<file path="config.mk">
export PLATFORM = sky130hd
export DESIGN_NAME = shadow_seg_router
export DESIGN_NICKNAME = d
export VERILOG_FILES = /design/src/rtl/shadow_pkg.sv /design/src/rtl/shadow_win_decode.sv /design/src/rtl/shadow_route_sel.sv /design/src/rtl/shadow_status.sv /design/src/rtl/shadow_seg_router.sv
export SDC_FILE = /design/constraint.sdc
export NUM_CORES = 1
export LEC_CHECK = 0
export ABC_CLOCK_PERIOD_IN_PS = 1300
export BUFFER_PORTS_ARGS = -buffer_cell sky130_fd_sc_hd__buf_4
export CELL_PAD_IN_SITES_DETAIL_PLACEMENT = 1
export CELL_PAD_IN_SITES_GLOBAL_PLACEMENT = 2
export CORE_MARGIN = 2
export CORE_UTILIZATION = 10
export DETAILED_ROUTE_END_ITERATION = 10
export PLACE_DENSITY = 0.95
export SYNTH_ARGS = -nofsm -noshare
export SYNTH_HDL_FRONTEND = slang
export SYNTH_SLANG_ARGS = --single-unit
</file>
<file path="constraint.sdc">
create_clock -name vclk -period 1.3
set_clock_uncertainty 0.15 [all_clocks]
set_input_delay 0.26 -clock vclk [all_inputs]
set_output_delay 0.26 -clock vclk [all_outputs]
set_load 0.005 [all_outputs]
</file>
<file path="src/rtl/shadow_pkg.sv">
package shadow_pkg;
  parameter int ADDR_W    = 24;
  parameter int NUM_SEG   = 8;
  parameter int SEG_SHIFT = 15;
  parameter int WIN_BASE  = 32'h000C_0000;
  parameter int BIOS_SEG  = 6;
  parameter int REMAP_KB  = 128;
  parameter int REMAP_W   = 8;

  typedef enum logic {
    ROUTE_EXT = 1'b0,
    ROUTE_INT = 1'b1
  } route_e;
endpackage

</file>
<file path="src/rtl/shadow_win_decode.sv">
module shadow_win_decode #(
  parameter int ADDR_W    = shadow_pkg::ADDR_W,
  parameter int NUM_SEG   = shadow_pkg::NUM_SEG,
  parameter int SEG_SHIFT = shadow_pkg::SEG_SHIFT,
  parameter int WIN_BASE  = shadow_pkg::WIN_BASE
) (
  input  logic [ADDR_W-1:0]  addr,
  output logic               in_win,
  output logic [NUM_SEG-1:0] seg_hit
);
  localparam int AW1       = ADDR_W + 1;
  localparam int SEG_IDX_W = (NUM_SEG > 1) ? $clog2(NUM_SEG) : 1;
  localparam logic [AW1-1:0] BASE_X = AW1'(WIN_BASE);
  localparam logic [AW1-1:0] END_X  = BASE_X + (AW1'(NUM_SEG) << SEG_SHIFT);

  logic [AW1-1:0] addr_x;
  logic [AW1-1:0] offset;

  assign addr_x = {1'b0, addr};
  assign offset = addr_x - BASE_X;
  assign in_win = (addr_x >= BASE_X) && (addr_x < END_X);

  for (genvar i = 0; i < NUM_SEG; i++) begin : g_seg
    assign seg_hit[i] = in_win &&
                        (offset[SEG_SHIFT +: SEG_IDX_W] == SEG_IDX_W'(i));
  end

  // A window address selects exactly one segment; others select none
  always_comb begin
    assert_seg_single_R1: assert (in_win ? ($countones(seg_hit) == 1) : (seg_hit == '0));
  end
endmodule

</file>
<file path="src/rtl/shadow_route_sel.sv">
module shadow_route_sel #(
  parameter int NUM_SEG = shadow_pkg::NUM_SEG
) (
  input  logic               in_win,
  input  logic [NUM_SEG-1:0] seg_hit,
  input  logic               acc_write,
  input  logic [NUM_SEG-1:0] seg_enable,
  input  logic               shadow_rd_en,
  input  logic               shadow_wr_en,
  output logic               to_internal,
  output logic               to_external
);
  import shadow_pkg::*;

  logic               dir_int;
  logic [NUM_SEG-1:0] seg_int;
  route_e             route;

  assign dir_int = acc_write ? shadow_wr_en : shadow_rd_en;

  for (genvar i = 0; i < NUM_SEG; i++) begin : g_grant
    assign seg_int[i] = seg_hit[i] & seg_enable[i] & dir_int;
  end

  assign route       = (!in_win || (|seg_int)) ? ROUTE_INT : ROUTE_EXT;
  assign to_internal = (route == ROUTE_INT);
  assign to_external = (route == ROUTE_EXT);

  always_comb begin
    // Disabled hit segment always goes out to the bus
    assert_disabled_ext_R4: assert (!(in_win && ((seg_hit & seg_enable) == '0)) || to_external);
    // Enabled segment with direction bit clear goes external
    assert_dir_clear_ext_R2: assert (!(in_win && ((seg_hit & seg_enable) != '0) && !dir_int) || to_external);
  end
endmodule

</file>
<file path="src/rtl/shadow_status.sv">
module shadow_status #(
  parameter int NUM_SEG  = shadow_pkg::NUM_SEG,
  parameter int BIOS_SEG = shadow_pkg::BIOS_SEG,
  parameter int REMAP_KB = shadow_pkg::REMAP_KB,
  parameter int REMAP_W  = shadow_pkg::REMAP_W
) (
  input  logic [NUM_SEG-1:0] seg_enable,
  input  logic               shadow_rd_en,
  input  logic               shadow_wr_en,
  input  logic               remap_req,
  output logic               bios_rd_shadow,
  output logic               bios_wr_shadow,
  output logic [REMAP_W-1:0] remap_kb
);
  localparam logic [REMAP_W-1:0] REMAP_VAL = REMAP_W'(REMAP_KB);

  assign bios_rd_shadow = seg_enable[BIOS_SEG] & shadow_rd_en;
  assign bios_wr_shadow = seg_enable[BIOS_SEG] & shadow_wr_en;
  assign remap_kb       = remap_req ? REMAP_VAL : '0;

  always_comb begin
    assert_bios_rd_R7: assert (!bios_rd_shadow || (seg_enable[BIOS_SEG] && shadow_rd_en));
    assert_bios_wr_R8: assert (!bios_wr_shadow || (seg_enable[BIOS_SEG] && shadow_wr_en));
    assert_remap_R9:   assert ((remap_kb == '0) || (remap_kb == REMAP_VAL));
  end
endmodule

</file>
<file path="src/rtl/shadow_seg_router.sv">
module shadow_seg_router #(
  parameter int ADDR_W    = shadow_pkg::ADDR_W,
  parameter int NUM_SEG   = shadow_pkg::NUM_SEG,
  parameter int SEG_SHIFT = shadow_pkg::SEG_SHIFT,
  parameter int WIN_BASE  = shadow_pkg::WIN_BASE,
  parameter int BIOS_SEG  = shadow_pkg::BIOS_SEG,
  parameter int REMAP_KB  = shadow_pkg::REMAP_KB,
  parameter int REMAP_W   = shadow_pkg::REMAP_W
) (
  input  logic [ADDR_W-1:0]  acc_addr,
  input  logic               acc_write,
  input  logic [NUM_SEG-1:0] seg_enable,
  input  logic               shadow_rd_en,
  input  logic               shadow_wr_en,
  input  logic               remap_req,
  output logic               to_internal,
  output logic               to_external,
  output logic               bios_rd_shadow,
  output logic               bios_wr_shadow,
  output logic [REMAP_W-1:0] remap_kb
);
  logic               in_win;
  logic [NUM_SEG-1:0] seg_hit;

  shadow_win_decode #(
    .ADDR_W(ADDR_W), .NUM_SEG(NUM_SEG), .SEG_SHIFT(SEG_SHIFT), .WIN_BASE(WIN_BASE)
  ) u_decode (
    .addr    (acc_addr),
    .in_win  (in_win),
    .seg_hit (seg_hit)
  );

  shadow_route_sel #(.NUM_SEG(NUM_SEG)) u_route (
    .in_win       (in_win),
    .seg_hit      (seg_hit),
    .acc_write    (acc_write),
    .seg_enable   (seg_enable),
    .shadow_rd_en (shadow_rd_en),
    .shadow_wr_en (shadow_wr_en),
    .to_internal  (to_internal),
    .to_external  (to_external)
  );

  shadow_status #(
    .NUM_SEG(NUM_SEG), .BIOS_SEG(BIOS_SEG), .REMAP_KB(REMAP_KB), .REMAP_W(REMAP_W)
  ) u_status (
    .seg_enable     (seg_enable),
    .shadow_rd_en   (shadow_rd_en),
    .shadow_wr_en   (shadow_wr_en),
    .remap_req      (remap_req),
    .bios_rd_shadow (bios_rd_shadow),
    .bios_wr_shadow (bios_wr_shadow),
    .remap_kb       (remap_kb)
  );

  always_comb begin
    assert_route_onehot_R6: assert (to_internal ^ to_external);
    assert_outside_int_R5:  assert (in_win || to_internal);
  end
endmodule

</file>
==> reports/results.tsv <==
stage	metric	value	unit
sta	worst_hold_slack	0.370	ns
final_layout	nets	87	
sta	slew_violations	0	
detailed_routing	vias	252	
die	die-area	0.00224	mm2
die	core_region_area	0.00175	mm2
final_layout	final_cells	74	
die	num_rows	15	
sta	max_freq	593	MHz
placed_design	hpwl	640	um
global_routing	track_usage	6.18	%
placed_design	post_dp_cell_area	384	um2
synth	postSynthAreaPerCell	8.16	um2
sta	fin_crit_sh	130	%
global_routing	grt_max_degree	4	
synth	synth.top_cells.by_count	8 x buf_4, 2 x and2_1, 2 x mux2i_1	
setup_path	critPathTopFamily	multiplexers	
outcome	violations	negative setup slack	
final_layout	syn2layout_area_growth	122	%
final_layout	fin_area	417	um2
global_routing	gr-total-overflow	0	
die	initial_core_util	10.8	%
final_layout	n_fill_cell	227	
hold_path	whs_path_depth	0	
setup_path	path_max_fanout	2	
synth	yosys_warnings	0	
setup_path	crit_path_cell_trace	buf_8 > mux4_2 > nand2b_4 > a31oi_2 > buf_4	
sta	rsz0062_at_grt	true	
global_routing	grt_pass1_vias	264	
synth	yosys.cell_count.top_type	buf_4	
die	die_h	47.3	um
sta	setup_violations	2	
detailed_routing	final_antenna_net_count	0	
global_routing	antenna_found_initial	0	
final_layout	post-route-util	23.9	%
synth	synth_cells	23	
run	max_cap_violations	0	
final_layout	nClkBuffers	0	
synth	yosysSeqAreaShare	0	%
sta	worst_slack	-0.387	ns
detailed_routing	vias_per_cell	3.41	
setup_path	cpPeakStageDelay	0.48	ns
pwr	p_per_area	252	mW/mm2
pwr	static-leakage-power	0.211	nW
final_layout	drive_above_1_share	65.3	%
setup_path	path_class	in -> out	
placed_design	place_congestion	0.621	
detailed_routing	drtIter0Drc	1	
global_routing	grt_pass1_wl	1.03	mm
sta	hold_viol_final	0	
setup_path	crit_slowest_cell	mux4_2	
placed_design	dp_cells	73	
sta	min_period	1.69	ns
outcome	status	finished with violations	
setup_path	startpoint_type	input pin	
pwr	ir_drop	0.0825	mV
placed_design	pre_cts_ws	-0.407	ns
synth	synth_area	188	um2
detailed_routing	drc	0	
setup_path	endpoint_kind	primary output	
synth	synth.distinct_cells	14	
final_layout	seq_cell_count	0	
setup_path	cp_data_arrival_time	1.28	ns
setup_path	cp.buffers_inverters	2	
die	die_w	47.3	um
final_layout	antenna_cells	0	
hold_path	min_to	remap_kb[7]	
hold_path	hold_class	in -> out	
synth	yosys.area.top_type	buf_4	
placed_design	port_buffers	24	
die	ioPinCount	48	
synth	yosysTopAreaCellShare	32.0	%
detailed_routing	routed_wl	697	um
setup_path	required	0.89	ns
synth	synth.area.top_cells	buf_4 32%, mux4_2 12%, mux2i_1 11%, nand2b_4 7.3%, and2_1 6.7%	
setup_path	critPathLaunch	acc_addr[15]	
detailed_routing	drt-pass1-iter-count	2	
hold_path	min-delay-start	remap_req	
final_layout	seqCellArea	0	um2
detailed_routing	wl_per_cell	9.42	um
==> worst max path at each step <==
stage | cells after the start | endpoint | slack [ns]
detailed placement | 5 | to_internal | -0.41
CTS | 5 | to_external | -0.40
floorplan | 3 | to_internal | -0.15
finish | 5 | to_external | -0.39
global placement | 5 | to_internal | -0.38
global route | 5 | to_external | -0.43
==> layer usage <==
metal / part of all wire, % / vias to the layer above / track usage, %
met4: 1.9 / 0 / 1.11
met3: 11 / 2 / 0.769
li1: - / 120 / -
met2: 61 / 15 / 14.3
met5: 0 / - / 0
met1: 26 / 115 / 5.17
==> power breakdown <==
| part | switching [mW] | internal [mW] |
|---|---|---|
| clock network | 0 | 0 |
| logic | 0.0320 | 0.0728 |
| registers | 0 | 0 |
==> placed cells by master, fill, tap and decap left out, types with 2 or more instances in the layout <==
| cell type | n |
|---|---|
| and2_1 | 2 |
| buf_4 | 24 |
| buf_6 | 3 |
| conb_1 | 7 |
| mux2i_1 | 2 |
==> layout make-up <==
type | instances | area [um2] | area share (%)
timing repair buffer | 28 | 229 | 55.0
multi-input combinational | 21 | 156 | 37.5
tap | 25 | 31.3 | 7.51
==> through the flow <==
stage	TNS (ns)	power, mW
floorplan	-0.277	0.0484
global placement	-0.738	0.0943
detailed placement	-0.795	0.0973
CTS	-0.778	0.103
global route	-0.844	0.115
finish	-0.767	0.105
==> kinds of logic (layout without fill, tap and decap cells) <==
family          count (synthesis)  after routing  synth area share, %
buf+inv                         8             28                 32.0
mux                             4              4                 28.7
compound gates                  3              3                 12.0
other cells                     1              7                 2.00
simple gates                    7              7                 25.3
==> repair_timing <==
item / CTS / global route
resized for setup: 4 / 2
setup endpoints to repair: 2 / 2
cloned: 0 / 0
hold buffers: 0 / 0
endpoints found under the hold margin: 0 / 0
setup buffers: 1 / 0
pin swaps: 1 / 0
Note: power is estimated with default switching activity, not from simulation.
